===== src/rtl/sram_ctrl_pkg.sv =====
package sram_ctrl_pkg;

  typedef enum logic [2:0] {
    ST_IDLE = 3'd0,
    ST_RD   = 3'd1,
    ST_WS   = 3'd2,
    ST_WP   = 3'd3,
    ST_GAP  = 3'd4
  } seq_state_t;

  function automatic int cdiv(input int num, input int den);
    return (num + den - 1) / den;
  endfunction

  function automatic int imax(input int a, input int b);
    return (a > b) ? a : b;
  endfunction

endpackage


===== src/rtl/sram_pwrup_timer.sv =====
module sram_pwrup_timer #(
  parameter int HOLD_CYC = 20000
) (
  input  logic clk,
  input  logic rst_n,
  output logic done_o
);
  localparam int CW = $clog2(HOLD_CYC + 1);

  logic [CW-1:0] cnt_q, cnt_d;
  logic          done_q, done_d;

  always_comb begin
    cnt_d  = cnt_q;
    done_d = done_q;
    if (!done_q) begin
      if (cnt_q == CW'(HOLD_CYC - 1)) done_d = 1'b1;
      else                            cnt_d  = cnt_q + 1'b1;
    end
  end

  always_ff @(posedge clk or negedge rst_n) begin
    if (!rst_n) begin
      cnt_q  <= '0;
      done_q <= 1'b0;
    end else begin
      cnt_q  <= cnt_d;
      done_q <= done_d;
    end
  end

  assign done_o = done_q;
endmodule


===== src/rtl/sram_phase_seq.sv =====
module sram_phase_seq
  import sram_ctrl_pkg::*;
#(
  parameter int RD_CYC = 7,
  parameter int WE_CYC = 5
) (
  input  logic       clk,
  input  logic       rst_n,
  input  logic       start_i,
  input  logic       start_wr_i,
  input  logic       start_none_i,
  output seq_state_t state_o,
  output logic       last_o
);
  localparam int MAXC = imax(RD_CYC, WE_CYC);
  localparam int CW   = $clog2(MAXC + 1);

  seq_state_t    st_q, st_d;
  logic [CW-1:0] cnt_q, cnt_d;

  always_comb begin
    st_d  = st_q;
    cnt_d = cnt_q;
    unique case (st_q)
      ST_IDLE: if (start_i) begin
        if (start_none_i)    st_d = ST_GAP;
        else if (start_wr_i) st_d = ST_WS;
        else begin
          st_d  = ST_RD;
          cnt_d = CW'(RD_CYC - 1);
        end
      end
      ST_RD: begin
        if (cnt_q == '0) st_d = ST_GAP;
        else             cnt_d = cnt_q - 1'b1;
      end
      ST_WS: begin
        st_d  = ST_WP;
        cnt_d = CW'(WE_CYC - 1);
      end
      ST_WP: begin
        if (cnt_q == '0) st_d = ST_GAP;
        else             cnt_d = cnt_q - 1'b1;
      end
      ST_GAP:  st_d = ST_IDLE;
      default: st_d = ST_IDLE;
    endcase
  end

  always_ff @(posedge clk or negedge rst_n) begin
    if (!rst_n) begin
      st_q  <= ST_IDLE;
      cnt_q <= '0;
    end else begin
      st_q  <= st_d;
      cnt_q <= cnt_d;
    end
  end

  assign state_o = st_q;
  assign last_o  = (cnt_q == '0);
endmodule


===== src/rtl/sram_lane_drv.sv =====
module sram_lane_drv
  import sram_ctrl_pkg::*;
#(
  parameter int ADDR_W = 18,
  parameter int DATA_W = 16
) (
  input  logic              clk,
  input  logic              rst_n,
  input  logic              accept_i,
  input  logic [ADDR_W-1:0] addr_i,
  input  logic [DATA_W-1:0] wdata_i,
  input  logic [DATA_W/8-1:0] be_i,
  input  seq_state_t        state_i,
  input  logic              last_i,
  input  logic              pwr_done_i,
  input  logic [DATA_W-1:0] dq_in_i,
  output logic [ADDR_W-1:0] addr_o,
  output logic              cs_n_o,
  output logic              cs2_o,
  output logic              oe_n_o,
  output logic              we_n_o,
  output logic [DATA_W/8-1:0] strobe_n_o,
  output logic [DATA_W-1:0] dq_out_o,
  output logic              dq_oe_o,
  output logic              rsp_valid_o,
  output logic [DATA_W-1:0] rsp_rdata_o
);
  localparam int LANES = DATA_W / 8;

  logic [ADDR_W-1:0] addr_q;
  logic [DATA_W-1:0] wdata_q, rdata_q;
  logic [LANES-1:0]  be_q;
  logic              rvld_q, rvld_d, capture, sel;

  always_ff @(posedge clk or negedge rst_n) begin
    if (!rst_n) begin
      addr_q  <= '0;
      wdata_q <= '0;
      be_q    <= '0;
    end else if (accept_i) begin
      addr_q  <= addr_i;
      wdata_q <= wdata_i;
      be_q    <= be_i;
    end
  end

  assign sel     = (state_i == ST_RD) || (state_i == ST_WS) || (state_i == ST_WP);
  assign capture = (state_i == ST_RD) && last_i;
  assign rvld_d  = capture;

  always_ff @(posedge clk or negedge rst_n) begin
    if (!rst_n) begin
      rdata_q <= '0;
      rvld_q  <= 1'b0;
    end else begin
      rvld_q <= rvld_d;
      if (capture) rdata_q <= dq_in_i;
    end
  end

  for (genvar i = 0; i < LANES; i++) begin : g_lane
    assign strobe_n_o[i] = !(sel && be_q[i]);
  end

  assign addr_o      = addr_q;
  assign cs_n_o      = !sel;
  assign cs2_o       = pwr_done_i;
  assign oe_n_o      = (state_i != ST_RD);
  assign we_n_o      = (state_i != ST_WP);
  assign dq_oe_o     = (state_i == ST_WP);
  assign dq_out_o    = wdata_q;
  assign rsp_valid_o = rvld_q;
  assign rsp_rdata_o = rdata_q;
endmodule


===== src/rtl/sram_lane_ctrl.sv =====
module sram_lane_ctrl
  import sram_ctrl_pkg::*;
#(
  parameter int ADDR_W     = 18,
  parameter int DATA_W     = 16,
  parameter int CLK_PS     = 10000,
  parameter int T_PWRUP_PS = 200000000,
  parameter int T_RC_PS    = 70000,
  parameter int T_WC_PS    = 70000,
  parameter int T_WP_PS    = 50000,
  parameter int T_AW_PS    = 60000
) (
  input  logic              clk,
  input  logic              rst_n,
  input  logic              req_valid,
  output logic              req_ready,
  input  logic [ADDR_W-1:0] req_addr,
  input  logic              req_write,
  input  logic [DATA_W-1:0] req_wdata,
  input  logic [1:0]        req_be,
  output logic              rsp_valid,
  output logic [DATA_W-1:0] rsp_rdata,
  output logic [ADDR_W-1:0] mem_addr,
  output logic              mem_cs_n,
  output logic              mem_cs2,
  output logic              mem_oe_n,
  output logic              mem_we_n,
  output logic              mem_ub_n,
  output logic              mem_lb_n,
  output logic [DATA_W-1:0] mem_dq_out,
  output logic              mem_dq_oe,
  input  logic [DATA_W-1:0] mem_dq_in
);
  localparam int PWR_CYC = cdiv(T_PWRUP_PS, CLK_PS);
  localparam int RD_CYC  = cdiv(T_RC_PS, CLK_PS);
  localparam int WE_CYC  = imax(cdiv(T_WP_PS, CLK_PS),
                                imax(cdiv(T_WC_PS, CLK_PS) - 2, cdiv(T_AW_PS, CLK_PS) - 1));

  seq_state_t state;
  logic       last, pwr_done, accept;
  logic [1:0] strobe_n;

  assign req_ready = pwr_done && (state == ST_IDLE);
  assign accept    = req_valid && req_ready;

  sram_pwrup_timer #(.HOLD_CYC(PWR_CYC)) u_pwrup (
    .clk    (clk),
    .rst_n  (rst_n),
    .done_o (pwr_done)
  );

  sram_phase_seq #(.RD_CYC(RD_CYC), .WE_CYC(WE_CYC)) u_seq (
    .clk          (clk),
    .rst_n        (rst_n),
    .start_i      (accept),
    .start_wr_i   (req_write),
    .start_none_i (req_be == 2'b00),
    .state_o      (state),
    .last_o       (last)
  );

  sram_lane_drv #(.ADDR_W(ADDR_W), .DATA_W(DATA_W)) u_drv (
    .clk         (clk),
    .rst_n       (rst_n),
    .accept_i    (accept),
    .addr_i      (req_addr),
    .wdata_i     (req_wdata),
    .be_i        (req_be),
    .state_i     (state),
    .last_i      (last),
    .pwr_done_i  (pwr_done),
    .dq_in_i     (mem_dq_in),
    .addr_o      (mem_addr),
    .cs_n_o      (mem_cs_n),
    .cs2_o       (mem_cs2),
    .oe_n_o      (mem_oe_n),
    .we_n_o      (mem_we_n),
    .strobe_n_o  (strobe_n),
    .dq_out_o    (mem_dq_out),
    .dq_oe_o     (mem_dq_oe),
    .rsp_valid_o (rsp_valid),
    .rsp_rdata_o (rsp_rdata)
  );

  assign mem_lb_n = strobe_n[0];
  assign mem_ub_n = strobe_n[1];
endmodule


===== config.mk =====
export PLATFORM = sky130hd
export DESIGN_NAME = sram_lane_ctrl
export DESIGN_NICKNAME = d
export VERILOG_FILES = /design/src/rtl/sram_ctrl_pkg.sv /design/src/rtl/sram_pwrup_timer.sv /design/src/rtl/sram_phase_seq.sv /design/src/rtl/sram_lane_drv.sv /design/src/rtl/sram_lane_ctrl.sv
export SDC_FILE = /design/constraint.sdc
export NUM_CORES = 1
export LEC_CHECK = 0
export BUFFER_PORTS_ARGS = -buffer_cell sky130_fd_sc_hd__buf_4
export CORE_MARGIN = 1
export CORE_UTILIZATION = 46
export CTS_BUF_LIST = sky130_fd_sc_hd__clkbuf_2
export DETAILED_ROUTE_END_ITERATION = 6
export HOLD_SLACK_MARGIN = 0.15
export PLACE_DENSITY = 0.79
export REMOVE_ABC_BUFFERS = 1
export SYNTH_ARGS = -nofsm -noshare
export SYNTH_HDL_FRONTEND = slang
export SYNTH_SLANG_ARGS = --single-unit

===== constraint.sdc =====
create_clock -name clk -period 1.9 [get_ports clk]
set_clock_uncertainty 0.15 [all_clocks]
set_input_delay 0.095 -clock clk [delete_from_list [all_inputs] [get_ports clk]]
set_output_delay 0.095 -clock clk [all_outputs]
set_load 0.005 [all_outputs]

### After elaboration in Yosys (flattened, before gate mapping)

Index checks and enable logic that the tools add are counted.

| cells by class | value |
|---|---|
| add/sub/neg operators | 2 |
| multiply operators | 0 |
| divide/modulo/power cells | 0 |
| magnitude comparators | 0 |
| equality and inequality tests | 11 |
| shift-type cells | 0 |
| muxes and demuxes | 12 |
| bitwise logic cells | 2 |
| reductions and logical operators | 18 |

Operators with widths:

| cell | count |
|---|---|
| $mux W3 | 7 |
| $pmux W3 S3 | 2 |
| $add A15 B1 Y15 const B | 1 |
| $eq A15 B15 Y1 const B | 1 |
| $ne A2 B2 Y1 const B | 4 |
| $eq A3 B2 Y1 const B | 2 |
| $logic_not A3 Y1 | 2 |
| $logic_and A1 B1 Y1 | 5 |
| $reduce_and A5 Y1 | 1 |
| $reduce_and A2 Y1 | 2 |
| $eq A3 B1 Y1 const B | 1 |
| $logic_not A1 Y1 | 3 |
| $ne A3 B1 Y1 const B | 1 |
| $ne A3 B2 Y1 const B | 1 |
| $reduce_bool A3 Y1 | 1 |
| $sub A3 B1 Y3 const B | 1 |
| $logic_not A2 Y1 | 1 |
| $logic_or A1 B1 Y1 | 2 |
| $mux W1 | 2 |
| $mux W2 | 1 |
| $ne A2 B1 Y1 const B | 1 |
| $not A1 Y1 | 2 |
| $reduce_or A2 Y1 | 1 |

| word-level totals | value |
|---|---|
| register bits after elaboration | 75 |
| bits in latches | 0 |
| memory bits (writable) | 0 |
| ROM bits | 0 |
| output and inout port bits | 59 |
| memories kept | 0 |

### Longest topological paths before layout

| logic depth | value |
|---|---|
| depth after elaboration | 5 |
| depth in mapped cells | 7 |
| mapped depth without buffers | 7 |

### Hierarchy

Synthesis repeated with hierarchy kept, for this count alone.

| unflattened totals | value |
|---|---|
| cell total of the unflattened synthesis | 220 |
| area, all modules | 3,256.9 sq um |

By module, submodules not included:

| module | times used | cells each | area an instance (sq um) | sequential area each (sq um) |
|---|---|---|---|---|
| sram_lane_drv | 1 | 121 | 2,060.7 | 1,326.3 |
| sram_pwrup_timer | 1 | 62 | 797.0 | 400.4 |
| sram_phase_seq | 1 | 34 | 365.4 | 150.1 |
| sram_lane_ctrl | 1 | 3 | 33.8 | 0.0 |

### Least setup slack after synthesis

OpenSTA, ideal clock, no wires.

| timing | value |
|---|---|
| kind | flip-flop to flip-flop |
| start | reg u_seq.cnt_q[0] |
| end | reg u_drv.rdata_q[10] (netlist: u_drv.rsp_rdata_o[10]) |
| library setup time | 0.125 ns |
| arrival time | 1.671 ns |
| data required time | 1.625 ns |
| slack | -0.046 ns |
| cell stages (with the launch flop) | 8 |
| path buffers | 1 |
| clock period less this slack | 1.946 ns |
| cell sequence | dfrtp_1 inv_1 ha_1 ha_1 inv_1 nor2_2 buf_4 mux2_2 |

| between the ends | value |
|---|---|
| longest elaborated chain between the ends | 2 |

Ends and longest elaborated chain:

| what | RTL line | RTL |
|---|---|---|
| start, declared | sram_phase_seq.sv:19 | `logic [CW-1:0] cnt_q, cnt_d;` |
| start signal, assigned | sram_phase_seq.sv:56 | `cnt_q <= cnt_d;` |
| $logic_not A3 Y1 | sram_phase_seq.sv:61 | `assign last_o = (cnt_q == '0);` |
| $logic_and A1 B1 Y1 | sram_lane_drv.sv:48 | `assign capture = (state_i == ST_RD) && last_i;` |
| net u_drv.capture | sram_lane_drv.sv:33 | `logic rvld_q, rvld_d, capture, sel;` |
| end signal, assigned | sram_lane_drv.sv:57 | `if (capture) rdata_q <= dq_in_i;` |
| end, declared | sram_lane_drv.sv:31 | `logic [DATA_W-1:0] wdata_q, rdata_q;` |

The timed path passes the listed nets, and every way through them passes these cells.
A chain may end at the register's enable or synchronous reset.

### Worst setup path in the final report

| timing | value |
|---|---|
| start | reg u_seq.cnt_q[0] |
| end | reg u_drv.rdata_q[5] (netlist: u_drv.rsp_rdata_o[5]) |

| between the ends | value |
|---|---|
| longest elaborated chain between the ends | 2 |

Ends and longest elaborated chain:

| what | RTL line |
|---|---|
| $logic_not A3 Y1 | sram_phase_seq.sv:61 |
| $logic_and A1 B1 Y1 | sram_lane_drv.sv:48 |

No other way between the ends.

==> reports/results.ini <==
[run_status]
status=finished, violations left
violations=negative setup slack

[placement]
dpl.hpwl_um=4783
placed_area_um2=4091
port_buffers=114
place_inst=415
gp_congestion=0.7946

[sta]
worstMarginPinSlew_ns=0.3942
min_period_ns=1.938
hold_ws_ns=0.2052
drv_slew=0
fmax_ghz=0.5160
fin_crit_sh_pct=102.0
worst_slack_ns=-0.03808
finalSetupViolCount=10
slew_headroom_pct=73.52
hold_violations=0

[synth]
synthCells=215
syn_area_per_cell_um2=14.14
yosys.area_share.simple_pct=8.851
synth.yosys.warnings=0
synth_top_area_share_pct=61.75
yosysMostFrequentCell=dfrtp_1
synth_xor_area_share_pct=3.746
synth_top_family_by_area=multiplexers
yosysSeqAreaShare_pct=61.75
ys.flop_type=dfrtp_1
ys_types=34
synth_compound_area_share_pct=2.594
synth_top_area_cell=dfrtp_1
synth_commonest_cells=dfrtp_1 (75), mux2_2 (53), nand2_1 (13)
synth-adder-area-share_pct=1.235
ys_async_sr_fraction_pct=100.0
synth_edf_count=0
synth.area.top_cells=dfrtp_1 (62%), mux2_2 (20%), xnor2_1 (2.6%), nand2_1 (1.6%), ha_1 (1.2%)
synth.mux.area_fraction_pct=19.97
ys_ff_latch=75
synth.cell_area_um2=3039

[critical_path]
endpoint_kind=flip-flop
reg2reg_depth=7
r2r-end=u_drv.rsp_rdata_o[5]
critPathMaxFanout=8
r2r_slack_ns=-0.04
crit_type=reg2reg
crit_top_cell=ha_4
critPathLaunchType=flip-flop
crit_family=flip-flops
max_stage_delay_ns=0.45
cp.arrival_ns=2.18
path_buf_inv=3
cp-startpoint=u_seq.cnt_q[0]
r2r-start=u_seq.cnt_q[0]
crit_chain=inv_1 > ha_4 > ha_4 > inv_2 > nor2_4 > clkbuf_16 > mux2_2
path_depth=7
crit_end=u_drv.rsp_rdata_o[5]
crit_required_ns=2.14
cp_slowest_cell=dfrtp_1

[cells_and_area]
finalNonFillerCells=491
final_layout_size_suffix_gt1_share_pct=50.48
nNetsFinal=469
fillCellCount=318
n_antenna_cell=0
utilization_pct=76.65
syn_to_final_growth_pct=60.15
final_area_um2=4867

[drt]
dr.pass1.iters=4
drc=0
drt-initial-drc-count=179
viasPerCell=5.257
routedWlPerCell_um=19.19
antenna_left=0
drt-total-wl_um=9424
num_vias=2581

[global_route]
grt_start_max_net_pins=37
grt_pass1_wl_um=13660
gr-total-overflow=0
antenna_found_initial=0
grt_util_all_layers_pct=25.68
grt_pass1_vias=2677

[floorplan]
die_h_um=83.28
initial_utilization_pct=47.86
rows=29
fp.dieW_um=83.28
io_pins=115
die-area_um2=6936
core-area_um2=6350

[clock_network]
cts_root_buf=clkbuf_2
cts_sinks=75
clk_path_buf_depth=2
tritoncts=built
htree_levels=3
cts_buffers=9
clock_latency_ns=0.50
clk_pin_slew_ns=0.21

[job]
maxCapViolations=0

[power_and_ir_drop]
p_leak_nw=2.522
power_density_nw_per_um2=520.2
peakVddDrop_mv=0.6236

[hold_path]
hold_path.class=in2reg

-- where the power goes --
group	internal, mW	leakage, nW	switching, mW
clock network	0.155	0.0541	0.543
registers	1.60	1.03	0
logic	0.157	1.44	0.0785
-- worst min-delay path, cell delays in order --
cell and delay (ns):
dlygate4sd3_1 0.52, buf_4 0.09, mux2_2 0.12
-- placed cells by master (no fill, tap or decap), types with 3 or more instances in the layout --
master / Yosys / routed
buf_4: 1 / 127
dfrtp_1: 75 / 74
dlygate4sd3_1: 0 / 56
mux2_2: 53 / 53
nand2_1: 13 / 13
clkbuf_2: 0 / 10
xnor2_1: 9 / 9
inv_1: 9 / 8
a21oi_1: 6 / 6
xor2_1: 4 / 4
nand4_1: 4 / 4
and3_1: 3 / 3
nor3_1: 3 / 3
nand3_1: 3 / 3
nor2_1: 3 / 3
clkinv_1: 0 / 3
buf_12: 0 / 3
-- area by class of cell --
class | count | area, um2 | share of cell area (%)
Clock buffer | 10 | 50.05 | 1.028
Clock inverter | 5 | 21.27 | 0.4370
Inverter | 9 | 33.78 | 0.6941
Multi-Input combinational cell | 127 | 1164 | 23.91
Sequential cell | 75 | 1878 | 38.59
Tap cell | 77 | 96.34 | 1.979
Timing Repair Buffer | 188 | 1624 | 33.37
-- flip-flops by register name, summed over array words and instances, names as in the netlist --
| register | cells |
|---|---|
| u_drv.rsp_rdata_o | 16 |
| u_pwrup.done_o | 1 |
| u_drv.rsp_valid_o | 1 |
| u_drv.dq_out_o | 16 |
| u_drv.addr_o | 18 |
| u_seq.state_o | 3 |
| u_seq.cnt_q | 3 |
| u_drv.be_q | 2 |
| u_pwrup.cnt_q | 15 |
-- routing by layer --
metal | vias up | part of all wire [%] | global-route usage [%]
li1 | 1147 | - | -
met1 | 1294 | 40 | 32.31
met2 | 124 | 50 | 43.07
met3 | 16 | 7.1 | 5.964
met4 | 0 | 2.0 | 9.875
met5 | - | 0 | 0
-- timing repair --
item                                    CTS  global route
endpoints found under the setup margin   17            21
buffers inserted                          0             2
endpoints found under the hold margin   133             0
hold buffers                             57             0
pin swaps                                 0             3
cloned                                    0             2
resized for setup                         2             9
-- kinds of logic (layout without fill, tap and decap cells) --
group           after synthesis  count (layout)
buf+inv                      13             212
fa+ha+maj                     3               3
xor+xnor                     13              13
simple gates                 45              45
mux                          54              54
flops                        75              75
compound gates               12              12
-- through the flow --
stage                     setup TNS (ns)  total power, mW  worst slack [ns]
after CTS                              0            2.510          0.004841
after global placement                 0            1.751           0.04676
final                            -0.1199            2.532          -0.03808
after detailed placement        -0.02233            1.755          -0.02233
after floorplan                   -1.859            1.630           -0.2546
after global routing             -0.7212            2.639          -0.07713
-- worst min-delay path by stage --
stage	from	cells past startpoint	end	slack, ns
3_5_place_dp	rst_n	1	u_drv.rsp_rdata_o[13]	-0.07
6_report	req_wdata[14]	3	u_drv.dq_out_o[14]	0.21
5_1_grt	req_addr[3]	3	u_drv.addr_o[3]	0.15
2_1_floorplan	rst_n	0	u_drv.addr_o[0]	-0.35
4_1_cts	req_wdata[1]	3	u_drv.dq_out_o[1]	0.19
3_3_place_gp	rst_n	1	u_drv.rsp_rdata_o[13]	-0.08
Note: power is estimated with default switching activity, not from simulation.
